$ cat src/rtl/bsc_pkg.sv
package bsc_pkg;

    typedef enum logic [2:0] {
        ST_IDLE      = 3'd0,
        ST_ADDR_HELD = 3'd1,
        ST_DATA_TAKEN= 3'd2,
        ST_ACKING    = 3'd3,
        ST_WAIT_AS   = 3'd4
    } bsc_state_e;

    localparam int unsigned NUM_DS = 2;

endpackage

$ cat src/rtl/bsc_sync2.sv
module bsc_sync2 #(
    parameter int unsigned WIDTH   = 3,
    parameter logic        RST_VAL = 1'b1
) (
    input  logic             clk,
    input  logic             rst_n,
    input  logic [WIDTH-1:0] d_async,
    output logic [WIDTH-1:0] q_sync
);

    // one independent two-stage chain per line
    for (genvar g = 0; g < WIDTH; g++) begin : g_chain
        logic stage1;
        logic stage2;

        always_ff @(posedge clk or negedge rst_n) begin
            if (!rst_n) begin
                stage1 <= RST_VAL;
                stage2 <= RST_VAL;
            end else begin
                stage1 <= d_async[g];
                stage2 <= stage1;
            end
        end

        assign q_sync[g] = stage2;
    end

endmodule

$ cat src/rtl/bsc_ctrl.sv
module bsc_ctrl
    import bsc_pkg::*;
(
    input  logic              clk,
    input  logic              rst_n,
    input  logic              as_s,      // synchronized address strobe, active low
    input  logic [NUM_DS-1:0] ds_s,      // synchronized data strobes, active low
    output logic              addr_take,
    output logic              data_take,
    output logic              in_idle,
    output logic              wr_valid,
    output logic              ack_n
);

    bsc_state_e state_q;
    bsc_state_e state_d;
    logic       as_prev_q;
    logic       as_fall;
    logic       ds_low;

    assign as_fall = as_prev_q & ~as_s;
    assign ds_low  = ~(&ds_s);

    // state register and edge-detect history
    always_ff @(posedge clk or negedge rst_n) begin
        if (!rst_n) begin
            state_q   <= ST_IDLE;
            as_prev_q <= 1'b1;
        end else begin
            state_q   <= state_d;
            as_prev_q <= as_s;
        end
    end

    // transitions
    always_comb begin
        state_d = state_q;
        unique case (state_q)
            ST_IDLE: begin
                if (as_fall) state_d = ST_ADDR_HELD;
            end
            ST_ADDR_HELD: begin
                if (as_s)        state_d = ST_IDLE;
                else if (ds_low) state_d = ST_DATA_TAKEN;
            end
            ST_DATA_TAKEN: begin
                state_d = ST_ACKING;
            end
            ST_ACKING: begin
                if (!ds_low) state_d = as_s ? ST_IDLE : ST_WAIT_AS;
            end
            ST_WAIT_AS: begin
                if (as_s) state_d = ST_IDLE;
            end
            default: state_d = ST_IDLE;
        endcase
    end

    // outputs
    always_comb begin
        addr_take = 1'b0;
        data_take = 1'b0;
        in_idle   = 1'b0;
        wr_valid  = 1'b0;
        ack_n     = 1'b1;
        unique case (state_q)
            ST_IDLE: begin
                in_idle   = 1'b1;
                addr_take = as_fall;
            end
            ST_ADDR_HELD: begin
                data_take = ~as_s & ds_low;
            end
            ST_DATA_TAKEN: begin
                wr_valid = 1'b1;
            end
            ST_ACKING: begin
                ack_n = 1'b0;
            end
            ST_WAIT_AS: begin
                ack_n = 1'b1;
            end
            default: begin
                in_idle = 1'b0;
            end
        endcase
    end

    // acknowledge follows the write-valid pulse by one clock
    assert_ack_after_valid_R5: assert property (@(posedge clk) disable iff (!rst_n)
        wr_valid |=> !ack_n);

    // acknowledge held while a data strobe is still low
    assert_ack_holds_R5: assert property (@(posedge clk) disable iff (!rst_n)
        (!ack_n && ds_low) |=> !ack_n);

    // the valid pulse lasts a single cycle
    assert_valid_single_R4: assert property (@(posedge clk) disable iff (!rst_n)
        wr_valid |=> !wr_valid);

    // a capture is only reported after a data strobe was seen low
    assert_valid_needs_ds_R3: assert property (@(posedge clk) disable iff (!rst_n)
        wr_valid |-> $past(ds_low));

    // an aborted address phase yields neither valid nor acknowledge
    assert_abort_quiet_R8: assert property (@(posedge clk) disable iff (!rst_n)
        (state_q == ST_ADDR_HELD && as_s) |=> (ack_n && !wr_valid));

endmodule

$ cat src/rtl/bsc_capture.sv
module bsc_capture #(
    parameter int unsigned ADDR_W = 32,
    parameter int unsigned AM_W   = 6,
    parameter int unsigned DATA_W = 32
) (
    input  logic              clk,
    input  logic              rst_n,
    input  logic              addr_take,
    input  logic              data_take,
    input  logic [ADDR_W-1:0] addr_bus,
    input  logic [AM_W-1:0]   am_bus,
    input  logic              lword_n_bus,
    input  logic [DATA_W-1:0] data_bus,
    output logic [ADDR_W-1:0] lat_addr,
    output logic [AM_W-1:0]   lat_am,
    output logic              lat_lword_n,
    output logic [DATA_W-1:0] lat_data
);

    always_ff @(posedge clk or negedge rst_n) begin
        if (!rst_n) begin
            lat_addr    <= '0;
            lat_am      <= '0;
            lat_lword_n <= 1'b1;
        end else if (addr_take) begin
            lat_addr    <= addr_bus;
            lat_am      <= am_bus;
            lat_lword_n <= lword_n_bus;
        end
    end

    always_ff @(posedge clk or negedge rst_n) begin
        if (!rst_n) begin
            lat_data <= '0;
        end else if (data_take) begin
            lat_data <= data_bus;
        end
    end

endmodule

$ cat src/rtl/bus_strobe_capture.sv
module bus_strobe_capture
    import bsc_pkg::*;
#(
    parameter int unsigned ADDR_W = 32,
    parameter int unsigned AM_W   = 6,
    parameter int unsigned DATA_W = 32
) (
    input  logic              clk,
    input  logic              rst_n,
    input  logic              as_n_async,
    input  logic [1:0]        ds_n_async,
    input  logic [ADDR_W-1:0] addr_bus,
    input  logic [AM_W-1:0]   am_bus,
    input  logic              lword_n_bus,
    input  logic [DATA_W-1:0] data_bus,
    output logic              ack_n,
    output logic              wr_valid,
    output logic [ADDR_W-1:0] lat_addr,
    output logic [AM_W-1:0]   lat_am,
    output logic              lat_lword_n,
    output logic [DATA_W-1:0] lat_data
);

    localparam int unsigned STROBES = NUM_DS + 1;

    logic [STROBES-1:0] strobe_s;
    logic               as_s;
    logic [NUM_DS-1:0]  ds_s;
    logic               addr_take;
    logic               data_take;
    logic               in_idle;

    bsc_sync2 #(
        .WIDTH   (STROBES),
        .RST_VAL (1'b1)
    ) sync_i (
        .clk     (clk),
        .rst_n   (rst_n),
        .d_async ({as_n_async, ds_n_async}),
        .q_sync  (strobe_s)
    );

    assign as_s = strobe_s[STROBES-1];
    assign ds_s = strobe_s[NUM_DS-1:0];

    bsc_ctrl ctrl_i (
        .clk       (clk),
        .rst_n     (rst_n),
        .as_s      (as_s),
        .ds_s      (ds_s),
        .addr_take (addr_take),
        .data_take (data_take),
        .in_idle   (in_idle),
        .wr_valid  (wr_valid),
        .ack_n     (ack_n)
    );

    bsc_capture #(
        .ADDR_W (ADDR_W),
        .AM_W   (AM_W),
        .DATA_W (DATA_W)
    ) cap_i (
        .clk         (clk),
        .rst_n       (rst_n),
        .addr_take   (addr_take),
        .data_take   (data_take),
        .addr_bus    (addr_bus),
        .am_bus      (am_bus),
        .lword_n_bus (lword_n_bus),
        .data_bus    (data_bus),
        .lat_addr    (lat_addr),
        .lat_am      (lat_am),
        .lat_lword_n (lat_lword_n),
        .lat_data    (lat_data)
    );

    // latched address frozen whenever the controller is outside IDLE
    assert_addr_frozen_R6: assert property (@(posedge clk) disable iff (!rst_n)
        !in_idle |=> $stable(lat_addr));

    // data register already loaded while the valid pulse is shown
    assert_data_before_valid_R4: assert property (@(posedge clk) disable iff (!rst_n)
        wr_valid |-> $past(data_take));

endmodule

$ cat config.mk
export PLATFORM = sky130hd
export DESIGN_NAME = bus_strobe_capture
export DESIGN_NICKNAME = d
export VERILOG_FILES = /design/src/rtl/bsc_pkg.sv /design/src/rtl/bsc_sync2.sv /design/src/rtl/bsc_ctrl.sv /design/src/rtl/bsc_capture.sv /design/src/rtl/bus_strobe_capture.sv
export SDC_FILE = /design/constraint.sdc
export NUM_CORES = 1
export LEC_CHECK = 0
export ABC_AREA = 0
export ABC_CLOCK_PERIOD_IN_PS = 2500
export CAP_MARGIN = 40
export CORE_UTILIZATION = 40
export DETAILED_ROUTE_END_ITERATION = 10
export PLACE_DENSITY = 0.76
export RECOVER_POWER = 50
export SYNTH_ARGS = -nofsm -noshare
export SYNTH_HDL_FRONTEND = slang
export SYNTH_SLANG_ARGS = --single-unit
$ cat constraint.sdc
create_clock -name clk -period 2.5 [get_ports clk]
set_input_delay 0.375 -clock clk [delete_from_list [all_inputs] [get_ports clk]]
set_output_delay 0.375 -clock clk [all_outputs]
set_load 0.01 [all_outputs]
==> impl_metrics.yaml, run 1 <==
logic_synthesis:
  synth_top_area_share_pct: 59.5
  syn_nets: 254
  synth_ff_type: "dfrtp_1"
  yosysWarningCount: 0
  yosys-top-cells-area: "dfrtp_1 60%, mux2_2 22%, dfstp_2 6.8%"
  synthesis.area_sq_mm: 0.00307
  async_reset_ff_share_pct: 100
  yosys_register_bits: 81
  syn_avg_cell_area_sq_um: 17.2
  syn_inst: 178
  yosysSeqAreaShare_pct: 66.4
  synth_edf_count: 0
  yosysUniqueCellTypes: 21
  yosysTopAreaCell: "dfrtp_1"
routing:
  routedWlPerCell_um: 14.3
  drc: 0
  vias_per_cell: 4.60
  num_vias: 2013
  drt-total-wl_mm: 6.26
  ant_nets: 0
  dr.pass1.iters: 4
  drt_iter0_drc: 30
global_routing:
  antenna_found_initial: 0
  met3_usage_pct: 6.58
  use_met2_pct: 27.3
  grt_max_degree: 40
  grt_use_total_pct: 16.1
  grt.busiest_layer: "met2"
  grt_pass1_vias: 2131
  gr-total-overflow: 0
  grt_use_met1_pct: 18.7
  grt_pass1_wl_mm: 9.72
hold_path:
  worstHoldStart: "sync_i.g_chain[1].stage1"
  worstHoldPathType: "flip-flop to flip-flop"
  hold_depth: 0
setup_path:
  crit_fanout: 5
  r2r-start: "sync_i.g_chain[2].stage2"
  max_stage_delay_ns: 0.55
  crit_type: "flip-flop to output port"
  path_delay_family: "buffers and inverters"
  path_depth: 3
  cp_slowest_cell: "clkdlybuf4s50_1"
  start_kind: "flip-flop"
  worstSetupEndpointType: "output port"
  cp-startpoint: "ctrl_i.state_q[1]"
  ff2ff_path_depth: 4
  crit_top_cell: "nor2b_1"
  arrival_ns: 1.76
  critPathBufInv: 1
  worstPathRequired_ns: 2.12
  worstPathCellList: "nor2b_1 > nor2b_1 > clkdlybuf4s50_1"
cells_and_area:
  final_area_sq_mm: 0.00478
  fin_util_pct: 65.2
  drive_gt1_share_pct: 26.8
  fill_cells: 575
  num_antenna_cells: 0
  nets: 410
  syn_to_final_growth_pct: 55.6
die:
  ios: 149
  core-area_sq_mm: 0.00733
  die_w_um: 89.6
  fp.dieArea_sq_mm: 0.00803
  rows: 31
  die_y_um: 89.6
  initial_core_util_pct: 41.9
pwr:
  swShare_pct: 28.5
  powerDensity_mw_per_mm2: 1170
  power.leakage_nw: 1.97
  p_int_mw: 4.01
  power_switching_mw: 1.60
  clkPwrFrac_pct: 15.8
  pwr-share-seq_pct: 40.1
  combPwrFrac_pct: 44.2
  peakVddDrop_mv: 0.696
cts:
  tritoncts: "done"
  post_cts_buffers: 0
  cts_buffers: 9
  cts.repair.resized: 0
  clk_latency_ns: 0.33
  cts_root_buffer: "clkbuf_8"
  htree_levels: 3
  clk_path_buf_depth: 2
  cts.sinks: 81
  path_clk_slew_ns: 0.08
sta:
  whs_ns: 0.360
  setup_tns_ns: 0
  rsz0062_at_grt: "false"
  finalClockSkew_ns: 0.0109
  max_freq_mhz: 468
  setup_violations: 0
  period_share_pct: 85.5
  slew_violations: 0
  final-hold-violation-count: 0
  worst_slew_pin_slew_ns: 0.958
  fin_crit_ns: 2.14
  maxSlewHeadroom_pct: 36.1
place:
  gp_congestion: 0.728
  portBuffers: 148
  dpl_cell_area_sq_mm: 0.00464
  dpl.hpwl_mm: 4.58
run:
  maxCapViolCount: 0
run_status:
  status: "finished, final reports clean"
[layout by cell type, fill, tap and decap left out]
cell type / n
a21oi_1: 1
a22o_1: 1
and2b_1: 1
buf_4: 1
clkbuf_1: 1
clkbuf_2: 4
clkbuf_8: 12
clkdlybuf4s50_1: 144
clkinv_4: 1
clkinvlp_4: 2
dfrtp_1: 73
dfstp_1: 1
dfstp_2: 7
dlygate4sd3_1: 4
inv_1: 1
mux2_1: 10
mux2_2: 61
nand2_1: 3
nand3_1: 1
nand3_2: 1
nand4_1: 1
nand4b_2: 1
nor2_1: 2
nor2_4: 1
nor2b_1: 2
o21ai_0: 1
o22ai_1: 1
[metal layers]
metal | share of wire, % | up-vias
li1 | - | 933
met1 | 39 | 988
met2 | 50 | 88
met3 | 10 | 4
met4 | 0.62 | 0
met5 | 0 | -
[synth_stat cells (all sizes together) (2+ instances only)]
master and count:
dfrtp 73, mux2 71, nand2 3, nor2 3, buf 8, nand3 2
dfstp 8, nor2b 2
[kinds of logic (layout without fill, tap and decap cells)]
logic type      after synthesis  in the layout  synth area share [%]
flops                        81             81                  66.4
mux                          71             71                  27.3
simple gates                 13             13                  2.89
buf+inv                       9            170                  2.65
compound gates                4              4                 0.815
[repair_timing]
action	4_1_cts	5_1_grt
setup endpoints to repair	0	0
hold buffers	1	0
endpoints found under the hold margin	1	0
[layout make-up]
cell class              instances  area [sq um]  area share, %
clock buffers                  13           169           3.54
flip-flops and latches         81          2040           42.6
multi-input cells              88           911           19.1
repair buffers                153          1510           31.6
well taps                      99           124           2.59
clock inverters                 3          23.8          0.498
inverters                       1          3.75         0.0786
[final timing paths]
path / endpoint / slack (ns)
max: wr_valid / 0.36
min: sync_i.g_chain[1].stage2 / 0.36
max reg2reg: cap_i.lat_addr[14] / 0.47
min reg2reg: sync_i.g_chain[1].stage2 / 0.36
max in group asynchronous: cap_i.lat_addr[31] / 0.70
min in group asynchronous: cap_i.lat_data[20] / 0.72
[power by group through the flow]
stage | sequential [mW] | clock [mW] | combinational [mW]
final | 2.25 | 0.883 | 2.48
after global routing | 2.33 | 0.976 | 2.66
after CTS | 2.26 | 0.924 | 2.60
after detailed placement | 2.28 | 0 | 2.59
after global placement | 2.24 | 0 | 2.55
after floorplan | 2.54 | 0 | 0.841
[state kept, by name (all words and copies together) (netlist names)]
register               cells
cap_i.lat_addr            32
cap_i.lat_am               6
cap_i.lat_data            32
cap_i.lat_lword_n          1
ctrl_i.as_prev_q           1
ctrl_i.state_q             3
sync_i.g_chain.stage1      3
sync_i.g_chain.stage2      3
[per-stage QoR]
step | power, mW | setup slack, ns | instances
2_1_floorplan | 3.38 | 1.11 | 178
3_3_place_gp | 4.79 | 0.763 | 421
3_5_place_dp | 4.87 | 0.719 | 421
4_1_cts | 5.79 | 0.345 | 438
5_1_grt | 5.97 | 0.190 | 438
6_report | 5.60 | 0.361 | 438
Note: power is estimated with default switching activity, not from simulation.
==> run 2: changes to the inputs <==
--- a/config.mk
+++ b/config.mk
@@ -8,9 +8,9 @@
 export ABC_AREA = 0
 export ABC_CLOCK_PERIOD_IN_PS = 2500
 export CAP_MARGIN = 40
-export CORE_UTILIZATION = 40
+export CORE_UTILIZATION = 43
 export DETAILED_ROUTE_END_ITERATION = 10
-export PLACE_DENSITY = 0.76
+export PLACE_DENSITY = 0.81
 export RECOVER_POWER = 50
 export SYNTH_ARGS = -nofsm -noshare
 export SYNTH_HDL_FRONTEND = slang
==> run 2 against run 1 <==
Sequential cell count did not move. Via count rose by 2.3%. Power rose by 0.30%. First-iteration DRC count rose by 110%. Sequential power barely moved. Worst setup slack got worse by 0.019 ns. Design area rose by 0.97%. Wire length rose by 1.6%. Register-to-register slack barely moved. Core utilization rose by 5.4 points. Global-route usage rose by 1.5 points. Largest cell class unchanged. Largest power group unchanged.
==> impl_metrics.yaml, run 2 (synthesis gave the netlist of run 1 again) <==
die:
  die_y_um: 86.5
  fp.dieArea_sq_mm: 0.00748
  ios: 149
  rows: 30
  core-area_sq_mm: 0.00683
  die_w_um: 86.5
  initial_core_util_pct: 44.9
run:
  maxCapViolCount: 0
pwr:
  power.leakage_nw: 2.05
  powerDensity_mw_per_mm2: 1170
  clkPwrFrac_pct: 15.9
  combPwrFrac_pct: 44.2
  pwr-share-seq_pct: 39.9
  swShare_pct: 28.3
  power_switching_mw: 1.59
  peakVddDrop_mv: 0.527
  p_int_mw: 4.03
place:
  gp_congestion: 0.700
  portBuffers: 148
  dpl.hpwl_mm: 4.72
  post-place-ws_ns: 0.700
sta:
  fin_ws_ns: 0.343
  rsz0062_at_grt: "false"
  setup_tns_ns: 0
  worst_slew_pin_slew_ns: 0.816
  period_share_pct: 86.3
  setup_violations: 0
  maxSlewHeadroom_pct: 45.6
  slew_violations: 0
  final-hold-violation-count: 0
  fin_crit_ns: 2.16
  max_freq_mhz: 464
  finalClockSkew_ns: 0.00668
setup_path:
  cp-startpoint: "ctrl_i.state_q[1]"
  crit_top_cell: "nor2b_1"
  critPathBufInv: 1
  path_depth: 3
  worstPathRequired_ns: 2.12
  max_stage_delay_ns: 0.55
  ff2ff_path_depth: 4
  r2r-start: "sync_i.g_chain[2].stage2"
  start_kind: "flip-flop"
  cp_slowest_cell: "clkdlybuf4s50_1"
  path_delay_family: "buffers and inverters"
  worstPathCellList: "nor2b_1 > nor2b_1 > clkdlybuf4s50_1"
  crit_type: "flip-flop to output port"
  worstSetupEndpointType: "output port"
  arrival_ns: 1.78
  crit_fanout: 5
hold_path:
  hold_depth: 0
  worstHoldStart: "sync_i.g_chain[1].stage1"
  worstHoldPathType: "flip-flop to flip-flop"
cts:
  tritoncts: "done"
  cts.sinks: 81
  cts_hold_buf: 1
  cts_root_buffer: "clkbuf_8"
  post_cts_buffers: 0
  path_clk_slew_ns: 0.08
  cts_buffers: 9
  cts.repair.resized: 0
  clk_latency_ns: 0.32
  clk_path_buf_depth: 2
  htree_levels: 3
routing:
  dr.pass1.iters: 4
  vias_per_cell: 4.73
  wirelength_met1_mm: 2.62
  wl_met3_um: 487
  routed-wl-met2_mm: 3.20
  drt-total-wl_mm: 6.36
  ant_nets: 0
  drt_iter0_drc: 63
  dr.max_layer_used: "met4"
  num_vias: 2059
  routedWlPerCell_um: 14.6
  drc: 0
cells_and_area:
  layout_commonest_cell: "clkdlybuf4s50_1"
  syn_to_final_growth_pct: 57.2
  num_antenna_cells: 0
  layout_common_cells: "119 x clkdlybuf4s50_1, 73 x dfrtp_1, 61 x mux2_2, 29 x dlygate4sd3_1, 13 x clkbuf_8"
  reg_top3: "cap_i.lat_addr x32, cap_i.lat_data x32, cap_i.lat_am x6"
  fill_cells: 509
  nets: 410
  drive_gt1_share_pct: 29.8
global_routing:
  antenna_found_initial: 0
  grt_max_degree: 35
  gr-total-overflow: 0
  grt_pass1_wl_mm: 9.96
  grt_pass1_vias: 2097
  grt_use_total_pct: 17.6
run_status:
  status: "finished, final reports clean"
-- run 2: cell count changes in the layout (fill, tap and decap cells not counted), moves of 2 or more --
cell and change:
clkinv_2 +2, mux2_1 -10, clkdlybuf4s50_1 -25, dlygate4sd3_1 +25
mux2_4 +10, clkinvlp_4 -2
-- run 2: final timing paths --
kind,end,slack (ns)
setup / recovery,wr_valid,0.34
hold / removal,sync_i.g_chain[1].stage2,0.36
setup reg to reg,cap_i.lat_addr[1],0.47
hold reg to reg,sync_i.g_chain[1].stage2,0.36
max in group asynchronous,cap_i.lat_data[30],0.61
min in group asynchronous,cap_i.lat_data[8],0.67
-- run 2: area by class of cell --
class	instances	area, sq um	share of cell area [%]
repair buffers	153	1520	31.6
inverters	1	3.75	0.0778
clock buffers	14	183	3.79
flip-flops and latches	81	2040	42.2
clock inverters	2	10.0	0.208
well taps	96	120	2.49
multi-input cells	88	946	19.6
-- run 2: metal layers --
metal  vias to the layer above  GRT usage [%]
li1                        937              -
met1                      1029           21.2
met2                        88           29.6
met3                         5           5.81
met4                         0           6.36
met5                         -              0
-- run 2: through the flow --
stage	utilization (%)	std cells	hold slack, ns	area [sq um]	power (mW)
3_5_place_dp	68.0	418	0.348	4650	4.88
4_1_cts	71.0	435	0.358	4850	5.79
3_3_place_gp	68.0	418	0.345	4650	4.79
6_report	70.6	435	0.359	4820	5.62
5_1_grt	70.6	435	0.365	4820	5.93
2_1_floorplan	-	178	0.0794	3070	3.38
-- run 2: power by group through the flow --
stage | combinational [mW] | sequential, mW | clock (mW)
4_1_cts | 2.61 | 2.26 | 0.925
6_report | 2.49 | 2.24 | 0.892
5_1_grt | 2.64 | 2.32 | 0.981
3_5_place_dp | 2.59 | 2.29 | 0
3_3_place_gp | 2.55 | 2.24 | 0
2_1_floorplan | 0.841 | 2.54 | 0
